==> config.mk <==
export PLATFORM = sky130hd
export DESIGN_NAME = quad_dac_regs
export DESIGN_NICKNAME = d
export VERILOG_FILES = /design/src/rtl/qdac_pkg.sv /design/src/rtl/qdac_decode.sv /design/src/rtl/qdac_mode.sv /design/src/rtl/qdac_ctl.sv /design/src/rtl/qdac_bank.sv /design/src/rtl/quad_dac_regs.sv
export SDC_FILE = /design/constraint.sdc
export NUM_CORES = 1
export LEC_CHECK = 0
export BUFFER_PORTS_ARGS = -buffer_cell sky130_fd_sc_hd__buf_2
export CAP_MARGIN = 25
export CORE_MARGIN = 2
export CORE_UTILIZATION = 39
export DETAILED_ROUTE_END_ITERATION = 10
export SLEW_MARGIN = 20
export SYNTH_ARGS = -nofsm -noshare
export SYNTH_HDL_FRONTEND = slang
export SYNTH_SLANG_ARGS = --single-unit
export TNS_END_PERCENT = 50
==> constraint.sdc <==
create_clock -name clk -period 2.2 [get_ports clk]
set_clock_uncertainty 0.05 [all_clocks]
set_input_delay 0.11 -clock clk [delete_from_list [all_inputs] [get_ports clk]]
set_output_delay 0.11 -clock clk [all_outputs]
set_load 0.01 [all_outputs]
==> src/rtl/qdac_pkg.sv <==
package qdac_pkg;
    localparam int NCH      = 4;
    localparam int CODE_W   = 12;
    localparam int BUS_W    = 16;
    localparam int ADDR_W   = 8;
    localparam int BIP_TOP  = 7;
    localparam int GAIN_TOP = 11;
    localparam int EN_BIT   = 1;
    localparam int BUF_BIT  = 0;

    localparam logic [ADDR_W-1:0] OFS_MODE  = 8'h02;
    localparam logic [ADDR_W-1:0] OFS_CTL   = 8'h12;
    localparam logic [ADDR_W-1:0] OFS_DATA0 = 8'h14;

    typedef logic [NCH-1:0][CODE_W-1:0] codes_t;

    typedef struct packed {
        logic [NCH-1:0] bip;
        logic [NCH-1:0] gain;
    } chctl_t;

    typedef struct packed {
        logic [NCH-1:0] data_wr;
        logic           mode_wr;
        logic           ctl_wr;
        logic           data_upd;
        logic           ctl_upd;
    } strobe_t;
endpackage

==> src/rtl/qdac_decode.sv <==
module qdac_decode
    import qdac_pkg::*;
(
    input  logic              wr_en,
    input  logic [ADDR_W-1:0] wr_addr,
    input  logic              rd_en,
    input  logic [ADDR_W-1:0] rd_addr,
    output strobe_t           strb
);
    always_comb begin
        strb = '0;
        for (int i = 0; i < NCH; i++) begin
            strb.data_wr[i] = wr_en && (wr_addr == ADDR_W'(int'(OFS_DATA0) + 2 * i));
        end
        strb.mode_wr  = wr_en && (wr_addr == OFS_MODE);
        strb.ctl_wr   = wr_en && (wr_addr == OFS_CTL);
        strb.data_upd = rd_en && (rd_addr == OFS_MODE);
        strb.ctl_upd  = rd_en && (rd_addr == OFS_CTL);
    end
endmodule

==> src/rtl/qdac_mode.sv <==
module qdac_mode
    import qdac_pkg::*;
(
    input  logic             clk,
    input  logic             rst_n,
    input  logic             mode_wr,
    input  logic [BUS_W-1:0] wdata,
    output logic             enable,
    output logic             buffered
);
    typedef struct packed {
        logic en;
        logic buff;
    } mode_t;

    mode_t mode_d, mode_q;

    always_comb begin
        mode_d = mode_q;
        if (mode_wr) begin
            mode_d.en   = wdata[EN_BIT];
            mode_d.buff = wdata[BUF_BIT];
        end
    end

    always_ff @(posedge clk) begin
        if (!rst_n) mode_q <= '0;
        else        mode_q <= mode_d;
    end

    assign enable   = mode_q.en;
    assign buffered = mode_q.buff;

    p_mode_hold_r10: assert property (@(posedge clk) disable iff (!rst_n)
        !mode_wr |=> $stable(mode_q));
endmodule

==> src/rtl/qdac_ctl.sv <==
module qdac_ctl
    import qdac_pkg::*;
(
    input  logic             clk,
    input  logic             rst_n,
    input  logic             ctl_wr,
    input  logic             ctl_upd,
    input  logic [BUS_W-1:0] wdata,
    output chctl_t           active
);
    typedef struct packed {
        chctl_t shadow;
        chctl_t active;
    } ctl_state_t;

    ctl_state_t st_d, st_q;

    always_comb begin
        st_d = st_q;
        if (ctl_upd) begin
            st_d.active = st_q.shadow;
        end
        if (ctl_wr) begin
            for (int i = 0; i < NCH; i++) begin
                st_d.shadow.bip[i]  = wdata[BIP_TOP - i];
                st_d.shadow.gain[i] = wdata[GAIN_TOP - i];
            end
        end
    end

    always_ff @(posedge clk) begin
        if (!rst_n) st_q <= '0;
        else        st_q <= st_d;
    end

    assign active = st_q.active;

    p_ctl_hold_r7: assert property (@(posedge clk) disable iff (!rst_n)
        !ctl_upd |=> $stable(st_q.active));
    p_ctl_upd_r9: assert property (@(posedge clk) disable iff (!rst_n)
        ctl_upd |=> (st_q.active == $past(st_q.shadow)));
endmodule

==> src/rtl/qdac_bank.sv <==
module qdac_bank
    import qdac_pkg::*;
(
    input  logic             clk,
    input  logic             rst_n,
    input  logic [NCH-1:0]   data_wr,
    input  logic             data_upd,
    input  logic             buffered,
    input  logic [BUS_W-1:0] wdata,
    output codes_t           active
);
    typedef struct packed {
        codes_t shadow;
        codes_t active;
    } bank_t;

    bank_t bk_d, bk_q;
    logic [CODE_W-1:0] code_in;

    assign code_in = wdata[CODE_W-1:0];

    always_comb begin
        bk_d = bk_q;
        if (data_upd) begin
            bk_d.active = bk_q.shadow;
        end
        for (int i = 0; i < NCH; i++) begin
            if (data_wr[i]) begin
                bk_d.shadow[i] = code_in;
                if (!buffered) bk_d.active[i] = code_in;
            end
        end
    end

    always_ff @(posedge clk) begin
        if (!rst_n) bk_q <= '0;
        else        bk_q <= bk_d;
    end

    assign active = bk_q.active;

    p_buf_hold_r3: assert property (@(posedge clk) disable iff (!rst_n)
        (buffered && !data_upd) |=> $stable(bk_q.active));
    p_upd_all_r4: assert property (@(posedge clk) disable iff (!rst_n)
        (buffered && data_upd) |=> (bk_q.active == $past(bk_q.shadow)));

    for (genvar g = 0; g < NCH; g++) begin : g_chk
        p_direct_r5: assert property (@(posedge clk) disable iff (!rst_n)
            (!buffered && data_wr[g]) |=> (bk_q.active[g] == $past(code_in)));
    end
endmodule

==> src/rtl/quad_dac_regs.sv <==
module quad_dac_regs
    import qdac_pkg::*;
(
    input  logic                  clk,
    input  logic                  rst_n,
    input  logic                  wr_en,
    input  logic [ADDR_W-1:0]     wr_addr,
    input  logic [BUS_W-1:0]      wr_data,
    input  logic                  rd_en,
    input  logic [ADDR_W-1:0]     rd_addr,
    output logic [NCH*CODE_W-1:0] dac_code,
    output logic [NCH-1:0]        dac_bipolar,
    output logic [NCH-1:0]        dac_gain
);
    strobe_t strb;
    logic    enable;
    logic    buffered;
    chctl_t  ctl_act;
    codes_t  codes;

    qdac_decode u_decode (
        .wr_en   (wr_en),
        .wr_addr (wr_addr),
        .rd_en   (rd_en),
        .rd_addr (rd_addr),
        .strb    (strb)
    );

    qdac_mode u_mode (
        .clk      (clk),
        .rst_n    (rst_n),
        .mode_wr  (strb.mode_wr),
        .wdata    (wr_data),
        .enable   (enable),
        .buffered (buffered)
    );

    qdac_ctl u_ctl (
        .clk     (clk),
        .rst_n   (rst_n),
        .ctl_wr  (strb.ctl_wr),
        .ctl_upd (strb.ctl_upd),
        .wdata   (wr_data),
        .active  (ctl_act)
    );

    qdac_bank u_bank (
        .clk      (clk),
        .rst_n    (rst_n),
        .data_wr  (strb.data_wr),
        .data_upd (strb.data_upd),
        .buffered (buffered),
        .wdata    (wr_data),
        .active   (codes)
    );

    for (genvar g = 0; g < NCH; g++) begin : g_out
        assign dac_code[g*CODE_W +: CODE_W] = enable ? codes[g] : '0;
    end

    assign dac_bipolar = ctl_act.bip;
    assign dac_gain    = ctl_act.gain;

    p_onehot_wr_r2: assert property (@(posedge clk) disable iff (!rst_n)
        $onehot0(strb.data_wr));
    p_quiet_r10: assert property (@(posedge clk) disable iff (!rst_n)
        !(wr_en || rd_en) |=> ($stable(dac_code) && $stable(dac_bipolar) && $stable(dac_gain)));
endmodule

==> metrics.txt, run 1 <==
post-detailed-route wirelength per cell=22.27 um; Rel. slew slack=0.5310; Fmax achieved=513.1 MHz; fin crit share=0.8859; worst IR drop on VDD=0.5509 mV; Pre-Repair DR Iteration Count=5; maximum number of pins on one net before global-route repair=57; first element of the critical path=u_mode.buffered$_SDFFE_PN0P_; DIE HEIGHT=127.6 um; Yosys reg bits=114; share of the yosys chip area belonging to registers=0.3828; Final TNS setup=0 ns; ratio of routed vias to standard cells=6.711; final core occ=0.4617; total number of clock tree sinks=114; total instance count after detailed placement=884; Post-Synthesis Mean Instance Area=8.457 sq um; Initial DRC Count=549; postcts setup bufs=0; total overflow reported by the global router=0; CP Cell Sequence=or4b_1 > buf_4 > o41ai_1 > a31oi_1; number of global-route vias before repair=5930; static leakage=2.327 nW; number of nets produced by synthesis=741; effective utilization at floorplan=0.3951; antenna violation net count after detailed routing=0; global-route wire length before repair=31780 um; Worst Hold Launch=wr_data[0]; cell area after technology mapping=5962 sq um; final number of setup-violating endpoints=0; worst setup margin=0.2511 ns; Data arrival, critical path=2.19 ns; I/O Buffers=87; DRT Wirelength=20380 um; Distinct cells, synth=30; share of cells above drive strength 1=0.2215; Max H-tree Level=4; num rows=45; PD cells=721.6 nW/um^2; RePlAce Congestion=0.8145; data required time at the worst endpoint=2.44 ns; Main synth FF type=sky130_fd_sc_hd__dfxtp_1; nets=751; number of buffers on the longest clock path=2; Hold Fails Final Rpt=0; relative area change from synthesis to final layout=16.85%; Clock Pin Slew Worst Setup and Hold Paths=0.05 ns; count of final max-slew check failures=0; post-cts hold buffer count=0; number of clock buffers inserted by TritonCTS=17; largest fanout on the critical path=13; post-synthesis async set-or-reset flop share=0; full die area=16290 sq um; max_cap viols=0; Worst path slowest cell=sky130_fd_sc_hd__or4b_1; type of element capturing the critical path=register; post-synthesis cell count=705; library cell used as clock root buffer=sky130_fd_sc_hd__clkbuf_16; Die Span X=127.6 um; number of synthesized flops with an enable pin=0; unrepaired setup endpoints after global routing=no; area of combinational cells with multiple inputs=3159 sq um; global-route total usage across every layer=0.2488; Seq. cell area=2282 sq um; PostCTS Resize Cnt=0; final HPWL from detailed placement=11550 um; Final min period=1.949 ns; class of the most critical setup path=register to register; Residual DRC=0; number of placed I/O pins=92; via total after detailed routing=6141; Filler Cells Inserted=1515; Yosys warning count=0; RR Startpoint=u_mode.buffered$_SDFFE_PN0P_; latest clock arrival within the worst-skew pair=0.42 ns; worst setup slack before clock tree synthesis=0.2872 ns; number of standard cells in the final layout excluding fillers=915; ANT cells=0; Hold WC Path Type=primary input to register; number of antenna violations at the first check in global routing=0; worst-margin pin slew=0.7035 ns; critical path launch point type=register; Fin Hold WS=0.02078 ns; result of the run=completed; max incr delay on CP=0.71 ns; standard cell core area=15090 sq um; clock tree from TritonCTS=yes
==> Yosys cell counts, types with 4 or more instances <==
master	number	area share
sky130_fd_sc_hd__and2_1	48	0.050
sky130_fd_sc_hd__mux2i_1	10	0.017
sky130_fd_sc_hd__nand2_1	20	0.013
sky130_fd_sc_hd__nand4_1	104	0.11
sky130_fd_sc_hd__o41ai_1	48	0.071
sky130_fd_sc_hd__buf_1	7	0.0044
sky130_fd_sc_hd__or3_4	4	0.0076
sky130_fd_sc_hd__a31oi_1	48	0.050
sky130_fd_sc_hd__o31ai_1	104	0.13
sky130_fd_sc_hd__buf_4	8	0.010
sky130_fd_sc_hd__buf_2	11	0.0092
sky130_fd_sc_hd__clkbuf_1	96	0.060
sky130_fd_sc_hd__buf_6	4	0.0076
sky130_fd_sc_hd__a21oi_1	56	0.047
sky130_fd_sc_hd__dfxtp_1	114	0.38
==> metal layers <==
metal	GRT usage	wire length, um	vias up
met4	0.1235	602	0
met1	0.3233	8772	2983
met5	0	0	-
li1	-	-	2793
met3	0.05988	1824	51
met2	0.3869	9182	314
==> layout by cell type (no fill, tap or decap), types with 3 or more instances in the layout <==
| cell | n |
|---|---|
| sky130_fd_sc_hd__clkbuf_16 | 17 |
| sky130_fd_sc_hd__clkbuf_8 | 6 |
| sky130_fd_sc_hd__nand4_1 | 104 |
| sky130_fd_sc_hd__buf_2 | 87 |
| sky130_fd_sc_hd__and2_1 | 48 |
| sky130_fd_sc_hd__buf_4 | 27 |
| sky130_fd_sc_hd__o31ai_1 | 104 |
| sky130_fd_sc_hd__dfxtp_1 | 114 |
| sky130_fd_sc_hd__o41ai_1 | 48 |
| sky130_fd_sc_hd__a21oi_1 | 56 |
| sky130_fd_sc_hd__a31oi_1 | 48 |
| sky130_fd_sc_hd__or3_4 | 4 |
| sky130_fd_sc_hd__nand2_1 | 20 |
| sky130_fd_sc_hd__clkbuf_1 | 3 |
| sky130_fd_sc_hd__clkinv_2 | 5 |
| sky130_fd_sc_hd__buf_12 | 5 |
| sky130_fd_sc_hd__mux2i_1 | 10 |
==> logic make-up after synthesis <==
group / Yosys count / synth area share
flip-flops: 114 / 0.3828
AND/OR/NAND/NOR: 195 / 0.2057
multiplexers: 10 / 0.01679
buffers and inverters: 130 / 0.09591
AO/OA/AOI/OAI: 256 / 0.2988
==> worst paths after layout <==
check / end / slack (ns) / depth (start not counted)
setup / recovery: u_bank.active[11]$_SDFF_PN0_ / 0.25 / 4
hold / removal: u_mode.buffered$_SDFFE_PN0P_ / 0.02 / 3
setup reg to reg: u_bank.active[11]$_SDFF_PN0_ / 0.25 / 4
hold reg to reg: u_ctl.active[0]$_SDFFE_PN0P_ / 0.41 / 2
==> stage by stage <==
step / cell area [sq um] / power, mW
final: 6967 / 5.027
after global placement: 6422 / 2.504
after floorplan: 5962 / 2.355
after CTS: 6967 / 5.028
after detailed placement: 6422 / 2.509
after global routing: 6967 / 5.147
==> cell type report <==
cell class | instances | area share
inverter | 2 | 0.001078
tap | 188 | 0.03376
clock buffer | 26 | 0.07453
clock inverter | 5 | 0.003592
timing repair buffer | 119 | 0.1060
multi-input combinational | 461 | 0.4535
sequential | 114 | 0.3276
==> report_power, final <==
part	internal, mW	switching, mW	leakage [nW]
Clock	1.60	0.945	0.276
Combinational	0.0945	0.315	1.13
Sequential	2.07	0.00182	0.918
Total	3.76	1.26	2.33
==> registers in the layout (all words and copies together) (netlist names) <==
register         count
u_ctl.active         8
u_bank.bk_q         48
u_ctl.st_q           8
u_bank.active       48
u_mode.enable        1
u_mode.buffered      1
==> critical path: cells and delay by family, from the launching register on <==
kind | cells | cell delay [ns]
AND/OR/NAND/NOR | 1 | 0.71
flip-flops | 1 | 0.32
AO/OA/AOI/OAI | 2 | 0.46
buffers and inverters | 1 | 0.28
Power figures use the tool's default switching activity.
==> inputs of run 2 (changes only) <==
--- a/config.mk
+++ b/config.mk
@@ -10,6 +10,7 @@
 export CORE_MARGIN = 2
 export CORE_UTILIZATION = 39
 export DETAILED_ROUTE_END_ITERATION = 10
+export HOLD_SLACK_MARGIN = 0.15
 export SLEW_MARGIN = 20
 export SYNTH_ARGS = -nofsm -noshare
 export SYNTH_HDL_FRONTEND = slang
==> run 2 against run 1 <==
Final area is 2.3% higher. Fmax is 0.81% higher. Sequential share of layout area is 0.74 points lower. Sequential power hardly changed. First-iteration DRC count is 1.8% lower. Non-clock buffer count is 16 higher. Die area stayed put. Flip-flop and latch count stayed put. Utilization is 1.1 points higher.
==> metrics.txt, run 2 (synthesis results as in run 1) <==
nets=767 (+2.1%); largest fanout on the critical path=22 (+9); final number of setup-violating endpoints=0 (unchanged); share of cells above drive strength 1=0.2167 (-0.004769); Max H-tree Level=4 (unchanged); via total after detailed routing=6169 (+0.46%); clock tree from TritonCTS=yes; Worst Hold Launch=rd_addr[7]; destination of the worst register-to-register timing path=u_bank.active[11]$_SDFF_PN0_; postcts setup bufs=0 (unchanged); Initial DRC Count=539 (-1.8%); post-detailed-route wirelength per cell=21.91 um (-1.6%); commonest non-fill, non-tap cells in the layout=sky130_fd_sc_hd__dfxtp_1 (114), sky130_fd_sc_hd__o31ai_1 (104), sky130_fd_sc_hd__nand4_1 (104); ratio of routed vias to standard cells=6.626 (-1.3%); worst setup margin=0.2669 ns (+0.01575 ns); worst setup slack before clock tree synthesis=0.2872 ns (unchanged); CP Cell Sequence=dlygate4sd3_1 > buf_2 > or4b_4 > buf_4 > o41ai_1 > a31oi_1; total instance count after detailed placement=884 (unchanged); number of stages on the worst hold path=5 (+2); Clock Pin Slew Worst Setup and Hold Paths=0.05 ns (about the same); effective utilization at floorplan=0.3951 (unchanged); unrepaired setup endpoints after global routing=no; number of clock buffers inserted by TritonCTS=17 (unchanged); Data arrival, critical path=2.17 ns (-0.02 ns); global-route total usage across every layer=0.2502 (+0.001329); class of the most critical setup path=primary input to register; number of standard cells in the final layout excluding fillers=931 (+1.7%); data required time at the worst endpoint=2.44 ns (about the same); Comb power frac=0.085 (+0.004); worst IR drop on VDD=0.5484 mV (-0.46%); I/O Buffers=87 (unchanged); Hold WC Path Type=primary input to register; PD cells=706.8 nW/um^2 (-2.1%); total number of clock tree sinks=114 (unchanged); power share of the clock group=0.504 (-0.002); result of the run=completed; RePlAce Congestion=0.8145 (unchanged); max_cap viols=0 (unchanged); static leakage=2.400 nW (+3.1%); Worst path top cell family by delay=buffers and inverters; worst-case hold path end point=u_ctl.active[1]$_SDFFE_PN0P_; RR Startpoint=u_mode.buffered$_SDFFE_PN0P_; DRT Wirelength=20400 um (about the same); max incr delay on CP=0.63 ns (-0.08 ns); number of global-route vias before repair=5986 (+0.94%); Die Span X=127.6 um (unchanged); global-route wire length before repair=31970 um (+0.59%); setup slack of the most critical reg-to-reg path=0.27 ns (+0.02 ns); Final min period=1.933 ns (-0.01575 ns); standard cell core area=15090 sq um (unchanged); worst-margin pin slew=0.7054 ns (+0.001932 ns); Fmax achieved=517.3 MHz (+0.81%); critical path launch point type=primary input; antenna violation net count after detailed routing=0 (unchanged); ANT cells=0 (unchanged); total overflow reported by the global router=0 (unchanged); number of buffers on the longest clock path=2 (unchanged); Hold Fails Final Rpt=0 (unchanged); fin crit share=0.8787 (-0.007160); switching share of total power=0.2494 (-0.001714); maximum number of pins on one net before global-route repair=57 (unchanged); relative area change from synthesis to final layout=19.54%; Final TNS setup=0 ns (unchanged); library cell used as clock root buffer=sky130_fd_sc_hd__clkbuf_16; num rows=45 (unchanged); internal power=3.781 mW (+0.43%); latest clock arrival within the worst-skew pair=0.42 ns (about the same); number of placed I/O pins=92 (unchanged); switching component of the power=1.256 mW (-0.49%); sequential fraction of design power=0.411 (about the same); Worst path slowest cell=sky130_fd_sc_hd__or4b_4; final HPWL from detailed placement=11550 um (unchanged); type of element capturing the critical path=register; number of antenna violations at the first check in global routing=0 (unchanged); full die area=16290 sq um (unchanged); Fin Hold WS=0.2217 ns (+0.2010 ns); count of final max-slew check failures=0 (unchanged); Residual DRC=0 (unchanged); Rel. slew slack=0.5297 (-0.001288); DIE HEIGHT=127.6 um (unchanged); Pre-Repair DR Iteration Count=5 (unchanged); leading cell type in the layout, fill and taps excluded=sky130_fd_sc_hd__dfxtp_1; final core occ=0.4723 (+0.01061); Register-to-Register Path Depth=4 (unchanged); Filler Cells Inserted=1498 (-1.1%); total buffers and inverters traversed by the critical path=3 (+2)
[run 2: repair_timing]
item,CTS,global route
hold buffers,16,0
endpoints found under the hold margin,65,0
resized for setup,0,0
[run 2: worst max path at each step]
| stage | startpoint | to | slack (ns) | cells after the start |
|---|---|---|---|---|
| after CTS | u_mode.buffered$_SDFFE_PN0P_ | u_bank.active[11]$_SDFF_PN0_ | 0.29 | 4 |
| after floorplan | u_mode.buffered$_SDFFE_PN0P_ | u_bank.active[0]$_SDFF_PN0_ | 0.52 | 5 |
| after detailed placement | u_mode.buffered$_SDFFE_PN0P_ | u_bank.active[11]$_SDFF_PN0_ | 0.29 | 4 |
| after global routing | wr_addr[4] | u_bank.active[45]$_SDFF_PN0_ | 0.14 | 6 |
| final | wr_addr[4] | u_bank.active[38]$_SDFF_PN0_ | 0.27 | 6 |
| after global placement | u_mode.buffered$_SDFFE_PN0P_ | u_bank.active[25]$_SDFF_PN0_ | 0.30 | 4 |
[run 2: final cells by class]
class                   count  area (sq um)  share of cell area
clock buffers              26         519.2             0.07286
clock inverters             5         25.02            0.003511
repair buffers            135         898.4              0.1261
well taps                 188         235.2             0.03301
inverters                   2         7.507            0.001053
multi-input cells         461          3159              0.4433
flip-flops and latches    114          2282              0.3202
[run 2: metal layers]
metal | vias up | routed length, um | GRT usage
li1 | 2828 | - | -
met1 | 3006 | 9061 | 0.3256
met2 | 294 | 9281 | 0.3901
met3 | 41 | 1502 | 0.05863
met4 | 0 | 554 | 0.1228
met5 | - | 0 | 0
[run 2: stage by stage]
step | power (mW) | instance area (sq um)
6_report | 5.037 | 7127
3_5_place_dp | 2.509 | 6422
3_3_place_gp | 2.504 | 6422
5_1_grt | 5.170 | 7127
4_1_cts | 5.048 | 7127
2_1_floorplan | 2.355 | 5962
[run 2: power groups by stage]
stage,Sequential (mW),Combinational [mW],Clock (mW)
final,2.07,0.428,2.54
after global routing,2.07,0.447,2.65
after CTS,2.07,0.414,2.56
after detailed placement,2.11,0.394,0
after global placement,2.11,0.389,0
after floorplan,2.11,0.241,0
[run 2: worst min-delay path, cell delays in order]
cell                      delay (ns)
sky130_fd_sc_hd__buf_2          0.09
sky130_fd_sc_hd__nor4_2         0.05
sky130_fd_sc_hd__buf_12         0.19
sky130_fd_sc_hd__nand4_1        0.12
sky130_fd_sc_hd__a21oi_1        0.05
==> inputs of run 3 (changes only) <==
--- a/config.mk
+++ b/config.mk
@@ -7,7 +7,7 @@
 export LEC_CHECK = 0
 export BUFFER_PORTS_ARGS = -buffer_cell sky130_fd_sc_hd__buf_2
 export CAP_MARGIN = 25
-export CORE_MARGIN = 2
+export CORE_MARGIN = 5
 export CORE_UTILIZATION = 39
 export DETAILED_ROUTE_END_ITERATION = 10
 export HOLD_SLACK_MARGIN = 0.15
==> run 3 against run 2 <==
Utilization grew 0.99 points. Register-to-register slack better by 0.04 ns. Critical path depth down 2. Critical endpoint is now u_bank.active[10]$_SDFF_PN0_. Largest power group unchanged.
==> metrics.txt, run 3 (synthesis results as in run 1) <==
result of the run=completed; antenna violation net count after detailed routing=0 (unchanged); fin crit share=0.8610 (-0.01768); commonest non-fill, non-tap cells in the layout=sky130_fd_sc_hd__dfxtp_1 (114), sky130_fd_sc_hd__o31ai_1 (104), sky130_fd_sc_hd__nand4_1 (104); worst IR drop on VDD=0.5905 mV (+7.7%); count of final max-slew check failures=0 (unchanged); share of cells above drive strength 1=0.2180 (+0.001346); final HPWL from detailed placement=11860 um (+2.7%); Initial DRC Count=534 (-0.93%); Rel. slew slack=0.5394 (+0.009701); class of the most critical setup path=register to register; worst-margin pin slew=0.6909 ns (-0.01455 ns); data required time at the worst endpoint=2.50 ns (+0.06 ns); final number of setup-violating endpoints=0 (unchanged); final core occ=0.4822 (+0.009867); number of clock buffers inserted by TritonCTS=17 (unchanged); clock tree from TritonCTS=yes; number of placed I/O pins=92 (unchanged); global-route wire length before repair=31990 um (about the same); CP Cell Sequence=or4b_1 > buf_12 > or3_4 > a31oi_1; critical path launch point type=register; switching share of total power=0.2353 (-0.01404); library cell used as clock root buffer=sky130_fd_sc_hd__clkbuf_16; Hold Fails Final Rpt=0 (unchanged); via total after detailed routing=6210 (+0.66%); maximum number of pins on one net before global-route repair=57 (unchanged); number of global-route vias before repair=5982 (-0.067%); switching component of the power=1.300 mW (+3.5%); Clock Pin Slew Worst Setup and Hold Paths=0.05 ns (about the same); unrepaired setup endpoints after global routing=no; Worst path slowest cell=sky130_fd_sc_hd__or4b_1; number of standard cells in the final layout excluding fillers=931 (unchanged); relative area change from synthesis to final layout=22.04%; DIE HEIGHT=133.6 um (+4.7%); DRT Wirelength=20540 um (+0.69%); sequential fraction of design power=0.375 (-0.036); Data arrival, critical path=2.19 ns (+0.02 ns); total buffers and inverters traversed by the critical path=1 (-2); Pre-Repair DR Iteration Count=5 (unchanged); Residual DRC=0 (unchanged); max incr delay on CP=0.58 ns (-0.05 ns); internal power=4.224 mW (+12%); leading cell type in the layout, fill and taps excluded=sky130_fd_sc_hd__dfxtp_1; effective utilization at floorplan=0.3951 (unchanged); number of buffers on the longest clock path=2 (unchanged); ANT cells=0 (unchanged); full die area=17860 sq um (+9.6%); sum of internal, switching and leakage power=5.524 mW (+9.7%); PD cells=759.3 nW/um^2 (+7.4%); RePlAce Congestion=0.8443 (+3.7%); total number of clock tree sinks=114 (unchanged); Hold WC Path Type=primary input to register; nets=766 (-0.13%); static leakage=2.461 nW (+2.6%); total instance count after detailed placement=882 (-0.23%); Filler Cells Inserted=1438 (-4.0%); type of element capturing the critical path=register; Die Span X=133.6 um (+4.7%); Final TNS setup=0 ns (unchanged); DP Area=6457 sq um (+0.55%); global-route total usage across every layer=0.2244 (-0.02573); Fmax achieved=527.9 MHz (+2.1%); total overflow reported by the global router=0 (unchanged); post-detailed-route wirelength per cell=22.06 um (+0.69%); I/O Buffers=87 (unchanged); Max H-tree Level=4 (unchanged); standard cell core area=15090 sq um (unchanged); PostCTS Resize Cnt=0 (unchanged); max_cap viols=0 (unchanged); number of antenna violations at the first check in global routing=0 (unchanged); ratio of routed vias to standard cells=6.670 (+0.66%); Comb power frac=0.078 (-0.007); largest fanout on the critical path=26 (+18%); Worst path top cell family by delay=simple AND/OR/NAND/NOR gates; power share of the clock group=0.547 (+0.043); post-route design area=7276 sq um (+2.1%); Final min period=1.894 ns (-0.03889 ns); latest clock arrival within the worst-skew pair=0.43 ns (about the same); num rows=45 (unchanged)
run 3: cell types whose count changed in the layout (fill, tap and decap cells not counted), sizes merged:
| cell | previous run | this run |
|---|---|---|
| dlygate4sd3 | 16 | 17 |
| bufinv | 0 | 4 |
| clkinv | 5 | 3 |
| clkinvlp | 0 | 2 |
| clkbuf | 26 | 23 |
| buf | 119 | 117 |
run 3: timing repair:
action                    CTS  global route
hold endpoints to repair   75             0
buffers inserted            0             0
hold buffers               17             0
run 3: through the flow:
step | hold WS, ns | worst slack (ns)
global route | 0.1939 | 0.2371
finish | 0.2060 | 0.3058
CTS | 0.1829 | 0.3031
global placement | 0.3945 | 0.3188
detailed placement | 0.4014 | 0.2761
floorplan | 0.2764 | 0.5150
run 3: final timing paths:
check | startpoint | end | slack, ns | cells after the start
setup / recovery | u_mode.buffered$_SDFFE_PN0P_ | u_bank.active[10]$_SDFF_PN0_ | 0.31 | 4
hold / removal | wr_addr[5] | u_bank.bk_q[74]$_SDFFE_PN0P_ | 0.21 | 5
setup reg to reg | u_mode.buffered$_SDFFE_PN0P_ | u_bank.active[10]$_SDFF_PN0_ | 0.31 | 4
hold reg to reg | u_ctl.st_q[14]$_SDFFE_PN0P_ | u_ctl.st_q[14]$_SDFFE_PN0P_ | 0.41 | 2
run 3: final cells by class:
class,count,area (sq um),area share
multi-input cells,461,3159,0.4342
inverters,2,7.507,0.001032
repair buffers,134,943.4,0.1297
well taps,188,235.2,0.03233
clock buffers,23,498.0,0.06844
flip-flops and latches,114,2282,0.3137
clock inverters,9,150.1,0.02064
run 3: worst register-to-register path: cells and delay by family (launching register included):
| kind | cells | cell delay [ns] |
|---|---|---|
| flip-flops | 1 | 0.32 |
| AO/OA/AOI/OAI | 1 | 0.20 |
| AND/OR/NAND/NOR | 2 | 1.04 |
| buffers and inverters | 1 | 0.20 |
run 3: power groups by stage:
| stage | clock network, mW | logic [mW] | registers [mW] |
|---|---|---|---|
| floorplan | 0 | 0.241 | 2.11 |
| global placement | 0 | 0.391 | 2.11 |
| CTS | 3.05 | 0.419 | 2.07 |
| finish | 3.02 | 0.434 | 2.07 |
| detailed placement | 0 | 0.397 | 2.11 |
| global route | 3.15 | 0.453 | 2.07 |
run 3: per-layer routing:
metal / track usage / vias to the layer above / share of wire
met2: 0.3603 / 343 / 0.46
met3: 0.06156 / 65 / 0.080
met4: 0.09943 / 0 / 0.035
li1: - / 2829 / -
met1: 0.2825 / 2973 / 0.43
met5: 0 / - / 0
